$ cat src/rtl/ddr_cmd_pkg.sv
package ddr_cmd_pkg;
  typedef enum logic [3:0] {
    CMD_DESEL = 4'd0,  CMD_NOP  = 4'd1,  CMD_ACT  = 4'd2,  CMD_RD   = 4'd3,
    CMD_RDA   = 4'd4,  CMD_WR   = 4'd5,  CMD_WRA  = 4'd6,  CMD_PRE  = 4'd7,
    CMD_PREA  = 4'd8,  CMD_TERM = 4'd9,  CMD_MRS  = 4'd10, CMD_EMRS = 4'd11,
    CMD_REFA  = 4'd12, CMD_SREF = 4'd13
  } cmd_e;

  typedef enum logic [1:0] {
    BK_IDLE   = 2'b00,
    BK_ACTIVE = 2'b01,
    BK_PRECH  = 2'b10
  } bank_st_e;

  localparam int unsigned AP_BIT = 10;
endpackage

$ cat src/rtl/ddr_cmd_decode.sv
module ddr_cmd_decode
  import ddr_cmd_pkg::*;
#(
  parameter int unsigned BA_W = 2
) (
  input  logic            cs_ni,
  input  logic            ras_ni,
  input  logic            cas_ni,
  input  logic            we_ni,
  input  logic            cke_i,
  input  logic [BA_W-1:0] ba_i,
  input  logic            ap_i,
  output cmd_e            cmd_o
);
  localparam logic [BA_W-1:0] BA_EXT = BA_W'(1);

  always_comb begin
    cmd_o = CMD_NOP;
    if (cs_ni) cmd_o = CMD_DESEL;
    else begin
      unique case ({ras_ni, cas_ni, we_ni})
        3'b111: cmd_o = CMD_NOP;
        3'b011: cmd_o = CMD_ACT;
        3'b101: cmd_o = ap_i ? CMD_RDA : CMD_RD;
        3'b100: cmd_o = ap_i ? CMD_WRA : CMD_WR;
        3'b010: cmd_o = ap_i ? CMD_PREA : CMD_PRE;
        3'b110: cmd_o = CMD_TERM;
        3'b000: cmd_o = (ba_i == BA_EXT) ? CMD_EMRS : CMD_MRS;
        3'b001: cmd_o = cke_i ? CMD_REFA : CMD_SREF;
        default: cmd_o = CMD_NOP;
      endcase
    end
  end
endmodule

$ cat src/rtl/ddr_mode_reg.sv
module ddr_mode_reg #(
  parameter int unsigned ADDR_W = 13
) (
  input  logic              clk_i,
  input  logic              rst_ni,
  input  logic              we_i,
  input  logic [ADDR_W-1:0] addr_i,
  output logic              valid_o,
  output logic [3:0]        burst_len_o,
  output logic              burst_il_o,
  output logic [2:0]        cas_x2_o,
  output logic              dll_rst_o
);
  logic [2:0] bl_q, cl_q;
  logic       bt_q, dll_q;
  logic [2:0] bl_in, cl_in;

  assign bl_in   = addr_i[2:0];
  assign cl_in   = addr_i[6:4];
  assign valid_o = (bl_in inside {3'b001, 3'b010, 3'b011}) &&
                   (cl_in inside {3'b010, 3'b011, 3'b110});

  always_ff @(posedge clk_i or negedge rst_ni) begin
    if (!rst_ni) begin
      bl_q  <= 3'b001;
      bt_q  <= 1'b0;
      cl_q  <= 3'b010;
      dll_q <= 1'b0;
    end else if (we_i) begin
      bl_q  <= bl_in;
      bt_q  <= addr_i[3];
      cl_q  <= cl_in;
      dll_q <= addr_i[8];
    end
  end

  always_comb begin
    burst_len_o = 4'd1 << bl_q;
    unique case (cl_q)
      3'b011:  cas_x2_o = 3'd6;
      3'b110:  cas_x2_o = 3'd5;
      default: cas_x2_o = 3'd4;
    endcase
  end
  assign burst_il_o = bt_q;
  assign dll_rst_o  = dll_q;

  a_r8_fields_hold: assert property (@(posedge clk_i) disable iff (!rst_ni)
    !we_i |=> $stable({bl_q, bt_q, cl_q, dll_q}));
  a_r7_cas_code_legal: assert property (@(posedge clk_i) disable iff (!rst_ni)
    cas_x2_o inside {3'd4, 3'd5, 3'd6});
  a_r7_len_legal: assert property (@(posedge clk_i) disable iff (!rst_ni)
    $onehot0(burst_len_o) && (burst_len_o != 4'd0) && (burst_len_o != 4'd1));
endmodule

$ cat src/rtl/ddr_bank_fsm.sv
module ddr_bank_fsm
  import ddr_cmd_pkg::*;
#(
  parameter int unsigned T_RP = 2
) (
  input  logic     clk_i,
  input  logic     rst_ni,
  input  logic     open_i,
  input  logic     close_i,
  output bank_st_e state_o
);
  localparam int unsigned CNT_W = (T_RP > 1) ? $clog2(T_RP) : 1;
  localparam logic [CNT_W-1:0] RP_LOAD = CNT_W'(T_RP - 1);

  bank_st_e         st_q;
  logic [CNT_W-1:0] cnt_q;

  always_ff @(posedge clk_i or negedge rst_ni) begin
    if (!rst_ni) begin
      st_q  <= BK_IDLE;
      cnt_q <= '0;
    end else begin
      unique case (st_q)
        BK_IDLE: if (open_i) st_q <= BK_ACTIVE;
        BK_ACTIVE: if (close_i) begin
          st_q  <= BK_PRECH;
          cnt_q <= RP_LOAD;
        end
        BK_PRECH: begin
          if (cnt_q == '0) st_q <= BK_IDLE;
          else cnt_q <= cnt_q - 1'b1;
        end
        default: st_q <= BK_IDLE;
      endcase
    end
  end
  assign state_o = st_q;

  a_r3_open_from_idle: assert property (@(posedge clk_i) disable iff (!rst_ni)
    (st_q == BK_ACTIVE && $past(st_q) != BK_ACTIVE) |-> $past(st_q) == BK_IDLE);
  a_r5_prech_from_active: assert property (@(posedge clk_i) disable iff (!rst_ni)
    (st_q == BK_PRECH && $past(st_q) != BK_PRECH) |-> $past(st_q) == BK_ACTIVE);
  a_r5_idle_after_prech: assert property (@(posedge clk_i) disable iff (!rst_ni)
    (st_q == BK_IDLE && $past(st_q) != BK_IDLE) |-> $past(st_q) == BK_PRECH);
  a_r3_no_bad_code: assert property (@(posedge clk_i) disable iff (!rst_ni)
    st_q != 2'b11);
endmodule

$ cat src/rtl/ddr_cmd_tracker.sv
module ddr_cmd_tracker
  import ddr_cmd_pkg::*;
#(
  parameter int unsigned NUM_BANKS = 4,
  parameter int unsigned ADDR_W    = 13,
  parameter int unsigned T_MRD     = 2,
  parameter int unsigned T_RP      = 2,
  parameter int unsigned DLL_LOCK  = 200
) (
  input  logic                         clk_i,
  input  logic                         rst_ni,
  input  logic                         cs_ni,
  input  logic                         ras_ni,
  input  logic                         cas_ni,
  input  logic                         we_ni,
  input  logic                         cke_i,
  input  logic [$clog2(NUM_BANKS)-1:0] ba_i,
  input  logic [ADDR_W-1:0]            addr_i,
  output logic [3:0]                   cmd_o,
  output logic                         illegal_o,
  output logic [2*NUM_BANKS-1:0]       bank_state_o,
  output logic [3:0]                   burst_len_o,
  output logic                         burst_il_o,
  output logic [2:0]                   cas_x2_o,
  output logic                         dll_rst_o,
  output logic                         read_lock_o
);
  localparam int unsigned BA_W  = $clog2(NUM_BANKS);
  localparam int unsigned MRD_W = (T_MRD > 1) ? $clog2(T_MRD) : 1;
  localparam int unsigned DLL_W = $clog2(DLL_LOCK + 1);
  localparam logic [MRD_W-1:0] MRD_LOAD = MRD_W'(T_MRD - 1);
  localparam logic [DLL_W-1:0] DLL_LOAD = DLL_W'(DLL_LOCK - 1);

  cmd_e                 raw_cmd, eff_cmd, cmd_q;
  bank_st_e             bst [NUM_BANKS];
  logic [NUM_BANKS-1:0] b_idle, b_act, open_v, close_v;
  logic                 all_idle, any_act, sel_idle, sel_act;
  logic                 legal, mode_ok, mode_we, mrd_load, dll_load, rd_set, rd_clr;
  logic [MRD_W-1:0]     mrd_q;
  logic [DLL_W-1:0]     dll_q;
  logic                 rd_noap_q, ill_q;

  ddr_cmd_decode #(.BA_W(BA_W)) u_dec (
    .cs_ni(cs_ni), .ras_ni(ras_ni), .cas_ni(cas_ni), .we_ni(we_ni),
    .cke_i(cke_i), .ba_i(ba_i), .ap_i(addr_i[AP_BIT]), .cmd_o(raw_cmd)
  );

  ddr_mode_reg #(.ADDR_W(ADDR_W)) u_mode (
    .clk_i(clk_i), .rst_ni(rst_ni), .we_i(mode_we), .addr_i(addr_i),
    .valid_o(mode_ok), .burst_len_o(burst_len_o), .burst_il_o(burst_il_o),
    .cas_x2_o(cas_x2_o), .dll_rst_o(dll_rst_o)
  );

  for (genvar b = 0; b < NUM_BANKS; b++) begin : g_bank
    ddr_bank_fsm #(.T_RP(T_RP)) u_bank (
      .clk_i(clk_i), .rst_ni(rst_ni), .open_i(open_v[b]), .close_i(close_v[b]),
      .state_o(bst[b])
    );
    assign b_idle[b] = (bst[b] == BK_IDLE);
    assign b_act[b]  = (bst[b] == BK_ACTIVE);
    assign bank_state_o[2*b +: 2] = bst[b];
  end

  assign all_idle = &b_idle;
  assign any_act  = |b_act;
  assign sel_idle = b_idle[ba_i];
  assign sel_act  = b_act[ba_i];

  always_comb begin
    legal    = 1'b1;
    eff_cmd  = raw_cmd;
    open_v   = '0;
    close_v  = '0;
    mode_we  = 1'b0;
    mrd_load = 1'b0;
    dll_load = 1'b0;
    rd_set   = 1'b0;
    rd_clr   = 1'b0;
    if (raw_cmd != CMD_DESEL && raw_cmd != CMD_NOP && mrd_q != '0) begin
      legal = 1'b0;
    end else begin
      unique case (raw_cmd)
        CMD_ACT: begin
          legal = sel_idle;
          open_v[ba_i] = 1'b1;
        end
        CMD_RD, CMD_RDA: begin
          legal = sel_act && (dll_q == '0);
          if (raw_cmd == CMD_RD) rd_set = 1'b1;
          else begin
            rd_clr = 1'b1;
            close_v[ba_i] = 1'b1;
          end
        end
        CMD_WR, CMD_WRA: begin
          legal  = sel_act;
          rd_clr = 1'b1;
          if (raw_cmd == CMD_WRA) close_v[ba_i] = 1'b1;
        end
        CMD_PRE: begin
          if (sel_act) begin
            close_v[ba_i] = 1'b1;
            rd_clr = 1'b1;
          end else eff_cmd = CMD_NOP;
        end
        CMD_PREA: begin
          if (any_act) begin
            close_v = b_act;
            rd_clr  = 1'b1;
          end else eff_cmd = CMD_NOP;
        end
        CMD_TERM: begin
          legal  = rd_noap_q;
          rd_clr = 1'b1;
        end
        CMD_MRS: begin
          legal    = all_idle && mode_ok && (ba_i == '0);
          mode_we  = 1'b1;
          mrd_load = 1'b1;
          dll_load = addr_i[8];
        end
        CMD_EMRS: begin
          legal    = all_idle;
          mrd_load = 1'b1;
        end
        CMD_REFA, CMD_SREF: legal = all_idle;
        default: ;
      endcase
    end
    if (!legal) begin
      open_v   = '0;
      close_v  = '0;
      mode_we  = 1'b0;
      mrd_load = 1'b0;
      dll_load = 1'b0;
      rd_set   = 1'b0;
      rd_clr   = 1'b0;
    end
  end

  always_ff @(posedge clk_i or negedge rst_ni) begin
    if (!rst_ni) begin
      cmd_q     <= CMD_DESEL;
      ill_q     <= 1'b0;
      mrd_q     <= '0;
      dll_q     <= '0;
      rd_noap_q <= 1'b0;
    end else begin
      cmd_q <= eff_cmd;
      ill_q <= ~legal;
      if (mrd_load) mrd_q <= MRD_LOAD;
      else if (mrd_q != '0) mrd_q <= mrd_q - 1'b1;
      if (dll_load) dll_q <= DLL_LOAD;
      else if (dll_q != '0) dll_q <= dll_q - 1'b1;
      if (rd_set) rd_noap_q <= 1'b1;
      else if (rd_clr) rd_noap_q <= 1'b0;
    end
  end

  assign cmd_o       = cmd_q;
  assign illegal_o   = ill_q;
  assign read_lock_o = (dll_q != '0);

  a_r11_no_read_locked: assert property (@(posedge clk_i) disable iff (!rst_ni)
    (!illegal_o && (cmd_o == CMD_RD || cmd_o == CMD_RDA)) |-> $past(dll_q) == '0);
  a_r10_mrd_quiet: assert property (@(posedge clk_i) disable iff (!rst_ni)
    (!illegal_o && cmd_o != CMD_DESEL && cmd_o != CMD_NOP) |-> $past(mrd_q) == '0);
  a_r12_mode_hold: assert property (@(posedge clk_i) disable iff (!rst_ni)
    illegal_o |-> $stable({burst_len_o, burst_il_o, cas_x2_o, dll_rst_o}));
  a_r9_mrs_all_idle: assert property (@(posedge clk_i) disable iff (!rst_ni)
    (!illegal_o && cmd_o == CMD_MRS) |-> $past(all_idle));
  a_r5_one_close_pre: assert property (@(posedge clk_i) disable iff (!rst_ni)
    $onehot0(open_v) && ((open_v & close_v) == '0));
endmodule

$ cat config.mk
export PLATFORM = sky130hd
export DESIGN_NAME = ddr_cmd_tracker
export DESIGN_NICKNAME = d
export VERILOG_FILES = /design/src/rtl/ddr_cmd_pkg.sv /design/src/rtl/ddr_cmd_decode.sv /design/src/rtl/ddr_mode_reg.sv /design/src/rtl/ddr_bank_fsm.sv /design/src/rtl/ddr_cmd_tracker.sv
export SDC_FILE = /design/constraint.sdc
export NUM_CORES = 1
export LEC_CHECK = 0
export BUFFER_PORTS_ARGS = -buffer_cell sky130_fd_sc_hd__buf_2
export CAP_MARGIN = 15
export CORE_MARGIN = 2
export CORE_UTILIZATION = 60
export CTS_CLUSTER_SIZE = 20
export DETAILED_ROUTE_END_ITERATION = 12
export PLACE_DENSITY_LB_ADDON = 0.08
export SKIP_CTS_REPAIR_TIMING = 1
export SLEW_MARGIN = 20
export SYNTH_ARGS = -nofsm -noshare
export SYNTH_HDL_FRONTEND = slang
export SYNTH_HIERARCHICAL = 1
export SYNTH_SLANG_ARGS = --single-unit
$ cat constraint.sdc
create_clock -name clk_i -period 4.6 [get_ports clk_i]
set_clock_uncertainty 0.05 [all_clocks]
set_input_delay 1.15 -clock clk_i [delete_from_list [all_inputs] [get_ports clk_i]]
set_output_delay 1.15 -clock clk_i [all_outputs]
set_load 0.005 [all_outputs]
After elaboration in Yosys (flattened, before gate mapping)
Cells that the tools add are included.
{"block": "op_classes", "order_cmp": 2, "shift": 1, "eq_ne": 49, "n_reduce_logical": 39, "n_mux": 83, "addsub": 6, "bitwise": 1}
{"op": "$mux 4", "n": 14}
{"op": "$mux 1", "n": 36}
{"op": "$pmux 4 s8", "n": 1}
{"op": "$mux 2", "n": 13}
{"op": "$eq 4x4->1 const B", "n": 6}
{"op": "$pmux 2 s3", "n": 4}
{"op": "$eq 3x2->1 const B", "n": 7}
{"op": "$eq 3x3->1 const B", "n": 6}
{"op": "$eq 4x3->1 const B", "n": 4}
{"op": "$mux 8", "n": 2}
{"op": "$ne 2x1->1 const B", "n": 8}
{"op": "$pmux 4 s4", "n": 1}
{"op": "$reduce_and 3->1", "n": 4}
{"op": "$reduce_bool 2->1", "n": 6}
{"op": "$eq 2x1->1 const B", "n": 5}
{"op": "$logic_not 2->1", "n": 5}
{"op": "$eq 2x2->1 const B", "n": 4}
{"op": "$eq 4x2->1 const B", "n": 2}
{"op": "$logic_not 8->1", "n": 1}
{"op": "$ne 2x2->1 const B", "n": 4}
{"op": "$pmux 1 s2", "n": 4}
{"op": "$pmux 4 s2", "n": 1}
{"op": "$reduce_and 2->1", "n": 4}
{"op": "$reduce_bool 8->1", "n": 1}
{"op": "22 further kinds", "n": 38}
{"block": "word_totals", "register_bits": 35, "word_cells": 198, "inputBits": 22, "out_inout_bits": 23}

Logic depth before layout (Yosys ltp)
{"block": "depth", "depth_word": 11, "ltp_mapped": 13, "ltp_nobuf": 10}

By module
Netlist, hierarchy kept.
{"module": "ddr_cmd_tracker", "seq_area_each_um2": 375.4, "n_inst": 1, "area_per_inst_um2": 1253.7, "cells_per_inst": 130}
{"module": "ddr_bank_fsm", "seq_area_each_um2": 75.1, "n_inst": 4, "area_per_inst_um2": 135.1, "cells_per_inst": 12}
{"module": "ddr_mode_reg", "seq_area_each_um2": 202.7, "n_inst": 1, "area_per_inst_um2": 412.9, "cells_per_inst": 29}
{"module": "ddr_cmd_decode", "seq_area_each_um2": 0.0, "n_inst": 1, "area_per_inst_um2": 157.7, "cells_per_inst": 22}

Least setup slack after synthesis
Ideal clock, no wire load.
{"block": "synth_timing", "path_kind": "input to register", "start": "input port ras_ni", "end": "register u_mode.bl_q[1]", "arrival_time_ns": 3.772, "slack_ns": 0.652, "path_stages": 12, "setup_time_ns": 0.125, "n_path_buf": 4, "path_cell_list": "buf_2 > or4b_4 > a21oi_2 > buf_2 > nor2b_1 > o211ai_1 > a211oi_2 > o31ai_2 > buf_6 > nor4_2 > buf_6 > mux2_4"}
{"block": "synth_via", "elab_chain_cells": 8, "word_cells_on_any_way": 32}
{"element": "start, declared", "line_no": "ddr_cmd_tracker.sv:13", "text": "input logic ras_ni,"}
{"element": "$eq 3x1->1 (tied with other cells)", "line_no": "ddr_cmd_decode.sv:21", "text": "unique case ({ras_ni, cas_ni, we_ni})"}
{"element": "$pmux 4 s8 *", "line_no": "ddr_cmd_decode.sv:21"}
{"element": "$mux 4 *", "line_no": "ddr_cmd_decode.sv:19", "text": "if (cs_ni) cmd_o = CMD_DESEL;"}
{"element": "named net raw_cmd[2]", "line_no": "ddr_cmd_tracker.sv:34", "text": "cmd_e raw_cmd, eff_cmd, cmd_q;"}
{"element": "$eq 4x4->1 (tied with other cells)", "line_no": "ddr_cmd_tracker.sv:82", "text": "unique case (raw_cmd)"}
{"element": "$reduce_or 3->1 (no source line) (tied with other cells)"}
{"element": "$pmux 1 s6 or $logic_and 1x1->1 (tied branches)", "line_no": "ddr_cmd_tracker.sv:82, ddr_cmd_tracker.sv:79"}
{"element": "$mux 1", "line_no": "ddr_cmd_tracker.sv:79", "text": "if (raw_cmd != CMD_DESEL && raw_cmd != CMD_NOP && mrd_q != '0) begin"}
{"element": "$mux 1 *", "line_no": "ddr_cmd_tracker.sv:130", "text": "if (!legal) begin"}
{"element": "named net mode_we", "line_no": "ddr_cmd_tracker.sv:38", "text": "logic legal, mode_ok, mode_we, mrd_load, dll_load, rd_set, rd_clr;"}
{"element": "end signal, assigned", "line_no": "ddr_mode_reg.sv:30", "text": "bl_q <= bl_in;"}
{"element": "end, declared", "line_no": "ddr_mode_reg.sv:14", "text": "logic [2:0] bl_q, cl_q;"}
Mark *: on every way through the listed nets, which the timed path passes. The rest lies on a longest branch.
A chain may end at the register's enable or synchronous reset.

Worst setup path in the final report
{"block": "layout_timing", "start": "input port ba_i[0]", "end": "register u_mode.bt_q (netlist: u_mode/burst_il_o)"}
{"block": "layout_via", "elab_chain_cells": 9, "word_cells_on_any_way": 33}
{"element": "start, declared", "line_no": "ddr_cmd_tracker.sv:17", "text": "input logic [$clog2(NUM_BANKS)-1:0] ba_i,"}
{"element": "$eq 2x1->1 *", "line_no": "ddr_cmd_decode.sv:28", "text": "3'b000: cmd_o = (ba_i == BA_EXT) ? CMD_EMRS : CMD_MRS;"}
{"element": "$mux 1 *", "line_no": "ddr_cmd_decode.sv:28"}
{"element": "$pmux 4 s8 *", "line_no": "ddr_cmd_decode.sv:21"}
{"element": "$mux 4 *", "line_no": "ddr_cmd_decode.sv:19"}
{"element": "named net raw_cmd[0]", "line_no": "ddr_cmd_tracker.sv:34"}
{"element": "$eq 4x4->1 (tied with other cells)", "line_no": "ddr_cmd_tracker.sv:82"}
{"element": "$reduce_or 3->1 (no source line) (tied with other cells)"}
{"element": "$pmux 1 s6 or $logic_and 1x1->1 (tied branches)", "line_no": "ddr_cmd_tracker.sv:82, ddr_cmd_tracker.sv:79"}
{"element": "$mux 1", "line_no": "ddr_cmd_tracker.sv:79"}
{"element": "$mux 1 *", "line_no": "ddr_cmd_tracker.sv:130"}
{"element": "named net mode_we", "line_no": "ddr_cmd_tracker.sv:38"}
{"element": "end signal, assigned", "line_no": "ddr_mode_reg.sv:31", "text": "bt_q <= addr_i[3];"}
{"element": "end, declared", "line_no": "ddr_mode_reg.sv:15", "text": "logic bt_q, dll_q;"}
Mark *: on every way through the listed nets, which the timed path passes. The rest lies on a longest branch. The select of a mux whose other input is x is not followed.

==> out/results.md <==
* **status** finished clean
* **final worst-path cycle share** 0.886
* **largest driver fanout on the critical path** 12
* **fin crit period** 4080 ps
* **fraction of synthesized cell area taken by the top area cell type** 0.349
* **GRT Overall Usage** 0.241
* **crit path capture type** flop
* **power density normalized to cell area** 453 mW/mm²
* **cells taking the most area after synthesis** sky130_fd_sc_hd__dfrtp_1 (35%), sky130_fd_sc_hd__mux2_4 (5.1%), sky130_fd_sc_hd__nand2_1 (3.2%), sky130_fd_sc_hd__nand2b_1 (2.9%), sky130_fd_sc_hd__nand2b_4 (2.3%)
* **H-tree levels** 2
* **DR vias** 1881
* **unrepaired setup endpoints after global routing** false
* **max-capacitance violation count** 0
* **Die Area** 0.00446 mm²
* **launch point of the worst hold path** u_mode/burst_il_o
* **number of DRC markers after the initial detailed-route iteration** 123
* **most common cell in the synthesized netlist** sky130_fd_sc_hd__dfrtp_1
* **number of buffers between clock root and the deepest sink** 2
* **final core utilization** 0.719
* **post-route standard cell area excluding fillers** 0.00267 mm²
* **main combinational cell family by area after synthesis** simple AND/OR/NAND/NOR gates
* **endpoint of the lowest-slack register-to-register path** u_mode/burst_il_o
* **simple-gate area share of the yosys netlist** 0.325
* **Post-synth top flop** sky130_fd_sc_hd__dfrtp_1
* **effective utilization at floorplan** 0.636
* **final sum of negative setup slack** 0 ps
* **number of iterations in the first detailed-routing pass** 4
* **startpoint type of the worst setup path** primary input
* **worst slew pin tran** 1050 ps
* **number of failing setup endpoints in the final timing report** 0
* **class of the most critical hold timing path** reg2reg
* **cell taking the most area after synthesis** sky130_fd_sc_hd__dfrtp_1
* **Remaining DRCs** 0
* **final weighted congestion of routability-driven global placement** 0.895
* **wire length reported by the detailed router** 4.78 mm
* **post-synthesis mux area share** 0.0550
* **antenna-violating nets left** 0
* **number of pins exceeding their max-slew limit in the final report** 0
* **area overhead of the layout relative to synthesis** 12.9%
* **Std-Cell Core Area** 0.00372 mm²
* **area fraction in compound gates after synthesis** 0.154
* **Post-DP HPWL** 3.39 mm
* **chip height** 66.8 µm
* **number of top-level design ports** 45
* **total number of nets in the final design** 293
* **hold slack** 461 ps
* **fraction of registers with async set/reset** 1.00
* **part of the Yosys area used for sequential elements** 0.371
* **xor and xnor fraction of the mapped netlist area** 0.0296
* **hold path depth** 1
* **clock tree from TritonCTS** done
* **maximum number of pins on one net before global-route repair** 36
* **post-synth cell types** 62
* **Buffers on Ports** 39
* **Yosys warnings** 6
* **Register-to-Register Path Depth** 7
* **vias in the first global route** 1835
* **number of nets in the synthesized netlist** 253
* **Max-slew headroom** 0.296
* **IR Drop Worst-Case VDD** 0.213 mV
* **global-route congestion overflow total** 0
* **worst setup slack for register-to-register paths** 1660 ps
* **post-synthesis adder-cell area fraction** 0.0106
* **Post-synth EDFFs** 0
* **synthesized area divided by synthesized cell count** 10.3 µm²
* **detail-routed via count per cell** 5.92
* **final hold viol count** 0
* **Worst Setup Path Type** in2reg
* **WL per Instance** 15.0 µm
* **clock transition at the register clock pins on the worst setup and hold paths after CTS** 60 ps
* **source of the worst register-to-register timing path** g_bank[3].u_bank/state_o[0]
* **clock latency reported for the late side of the worst-skew pair** 290 ps
* **number of antenna violations at the first check in global routing** 0
* **Post-Syn Instances** 229
* **Worst Hold Endpoint** u_mode/burst_il_o
* **antenna diode instance count** 0
* **Peak Freq** 245 MHz
* **ratio of cells with drive above 1 in the final layout** 0.337
* **number of register bits inferred by synthesis** 35
* **placement row count** 22
* **wire length of the first global-routing pass** 8.25 mm
* **CTS Sinks** 35
* **die width** 66.8 µm
* **WP data required** 4720 ps
* **data arrival time at the worst-slack endpoint** 4190 ps
* **number of buffers inserted during clock tree synthesis** 5
* **Filler cells** 294
* **standby leakage power** 1.14 nW
* **synth cell count leaders** sky130_fd_sc_hd__dfrtp_1 (33), sky130_fd_sc_hd__nand2_1 (20), sky130_fd_sc_hd__nand2b_1 (11)
* **buffer type at the clock tree root** sky130_fd_sc_hd__clkbuf_8
* **cell area after placement** 0.00258 mm²
* **mapped cell area** 0.00236 mm²
* **total power of the final layout** 0.00121 W
[where the power goes]
| part | leakage (nW) | internal [W] | switching [W] | total, W |
|---|---|---|---|---|
| registers | 0.425 | 0.000408 | 0.000122 | 0.000530 |
| clock network | 0.0482 | 0.000121 | 0.000108 | 0.000229 |
| logic | 0.665 | 0.000241 | 0.000209 | 0.000450 |
[critical path: stages]
cell	delay [ps]
sky130_fd_sc_hd__buf_2	190
sky130_fd_sc_hd__nor3b_1	170
sky130_fd_sc_hd__a2111oi_0	410
sky130_fd_sc_hd__nor3_1	120
sky130_fd_sc_hd__and3b_1	230
sky130_fd_sc_hd__o2111ai_1	180
sky130_fd_sc_hd__nand4_1	220
sky130_fd_sc_hd__o31ai_2	920
sky130_fd_sc_hd__nor4_2	60
sky130_fd_sc_hd__buf_4	230
sky130_fd_sc_hd__mux2_4	310
[cells in the final DEF (no fill, tap or decap), types with 2 or more instances in the layout]
master / synthesis / final
sky130_fd_sc_hd__o211ai_1: 3 / 3
sky130_fd_sc_hd__buf_4: 1 / 6
sky130_fd_sc_hd__nor2_1: 9 / 9
sky130_fd_sc_hd__a21oi_1: 3 / 3
sky130_fd_sc_hd__nor2b_1: 6 / 6
sky130_fd_sc_hd__mux2_4: 8 / 8
sky130_fd_sc_hd__o21ai_1: 4 / 4
sky130_fd_sc_hd__nor4_2: 4 / 4
sky130_fd_sc_hd__nand2b_1: 11 / 11
sky130_fd_sc_hd__a31oi_1: 2 / 2
sky130_fd_sc_hd__xnor2_1: 6 / 6
sky130_fd_sc_hd__nor3b_1: 6 / 6
sky130_fd_sc_hd__and2_1: 5 / 5
sky130_fd_sc_hd__nor4_1: 4 / 4
sky130_fd_sc_hd__or3_1: 2 / 2
sky130_fd_sc_hd__a211oi_1: 2 / 2
sky130_fd_sc_hd__nand2_1: 20 / 20
sky130_fd_sc_hd__ha_1: 2 / 2
sky130_fd_sc_hd__o31ai_2: 2 / 2
sky130_fd_sc_hd__dfrtp_1: 33 / 33
sky130_fd_sc_hd__clkbuf_8: 0 / 6
sky130_fd_sc_hd__nand2b_4: 4 / 4
sky130_fd_sc_hd__nand3b_1: 7 / 7
sky130_fd_sc_hd__xor2_1: 2 / 2
sky130_fd_sc_hd__nor3_1: 7 / 7
sky130_fd_sc_hd__buf_2: 5 / 39
sky130_fd_sc_hd__o31a_1: 2 / 2
sky130_fd_sc_hd__nor4_4: 2 / 2
sky130_fd_sc_hd__a21oi_2: 5 / 5
sky130_fd_sc_hd__a32oi_1: 4 / 4
sky130_fd_sc_hd__inv_1: 9 / 9
sky130_fd_sc_hd__nand3_1: 8 / 8
sky130_fd_sc_hd__and3b_1: 3 / 3
sky130_fd_sc_hd__o21bai_1: 2 / 2
sky130_fd_sc_hd__dfstp_2: 2 / 2
sky130_fd_sc_hd__o21ai_0: 3 / 3
sky130_fd_sc_hd__nand4_1: 2 / 2
[sequential cells by signal, summed over array words and instances, names as in the netlist]
signal                 flops
cmd_o                      4
mrd_q                      1
u_mode/dll_rst_o           1
g_bank.u_bank/state_o      8
u_mode/burst_il_o          1
u_mode/bl_q                3
g_bank.u_bank/cnt_q        4
rd_noap_q                  1
u_mode/cl_q                3
dll_q                      8
illegal_o                  1
[worst max-delay path by stage]
stage,start,to,slack (ps),cells after the start
2_1_floorplan,ras_ni,u_mode/bl_q[1],650,12
3_3_place_gp,we_ni,u_mode/bl_q[1],290,10
3_5_place_dp,we_ni,u_mode/burst_il_o,270,10
4_1_cts,we_ni,u_mode/burst_il_o,570,10
5_1_grt,ba_i[0],u_mode/burst_il_o,380,11
6_report,ba_i[0],u_mode/burst_il_o,520,11
[cells by family after synthesis]
| logic type | Yosys count |
|---|---|
| flops | 35 |
| mux | 9 |
| xor+xnor | 8 |
| fa+ha+maj | 2 |
| buf+inv | 22 |
| simple gates | 110 |
| other cells | 1 |
| compound gates | 42 |
[per-stage QoR]
stage,instances,worst slack (ps)
floorplan,229,652
global placement,310,290
detailed placement,310,270
CTS,318,567
global route,318,385
finish,318,524
[per-layer routing]
metal  share of wire  wire [µm]  global-route usage
met5               0          0                   0
met4           0.011         52              0.0791
met3           0.054        260              0.0473
met2            0.48       2300               0.401
met1            0.45       2160               0.314
[final cells by class]
type,count,area (µm²),area share
tap,48,60.1,0.0225
inverter,10,37.5,0.0141
clock inverter,1,5.00,0.00187
sequential,35,878,0.329
multi-input combinational,172,1360,0.510
clock buffer,7,86.3,0.0323
timing repair buffer,45,240,0.0900
Note: power is estimated with default switching activity, not from simulation.
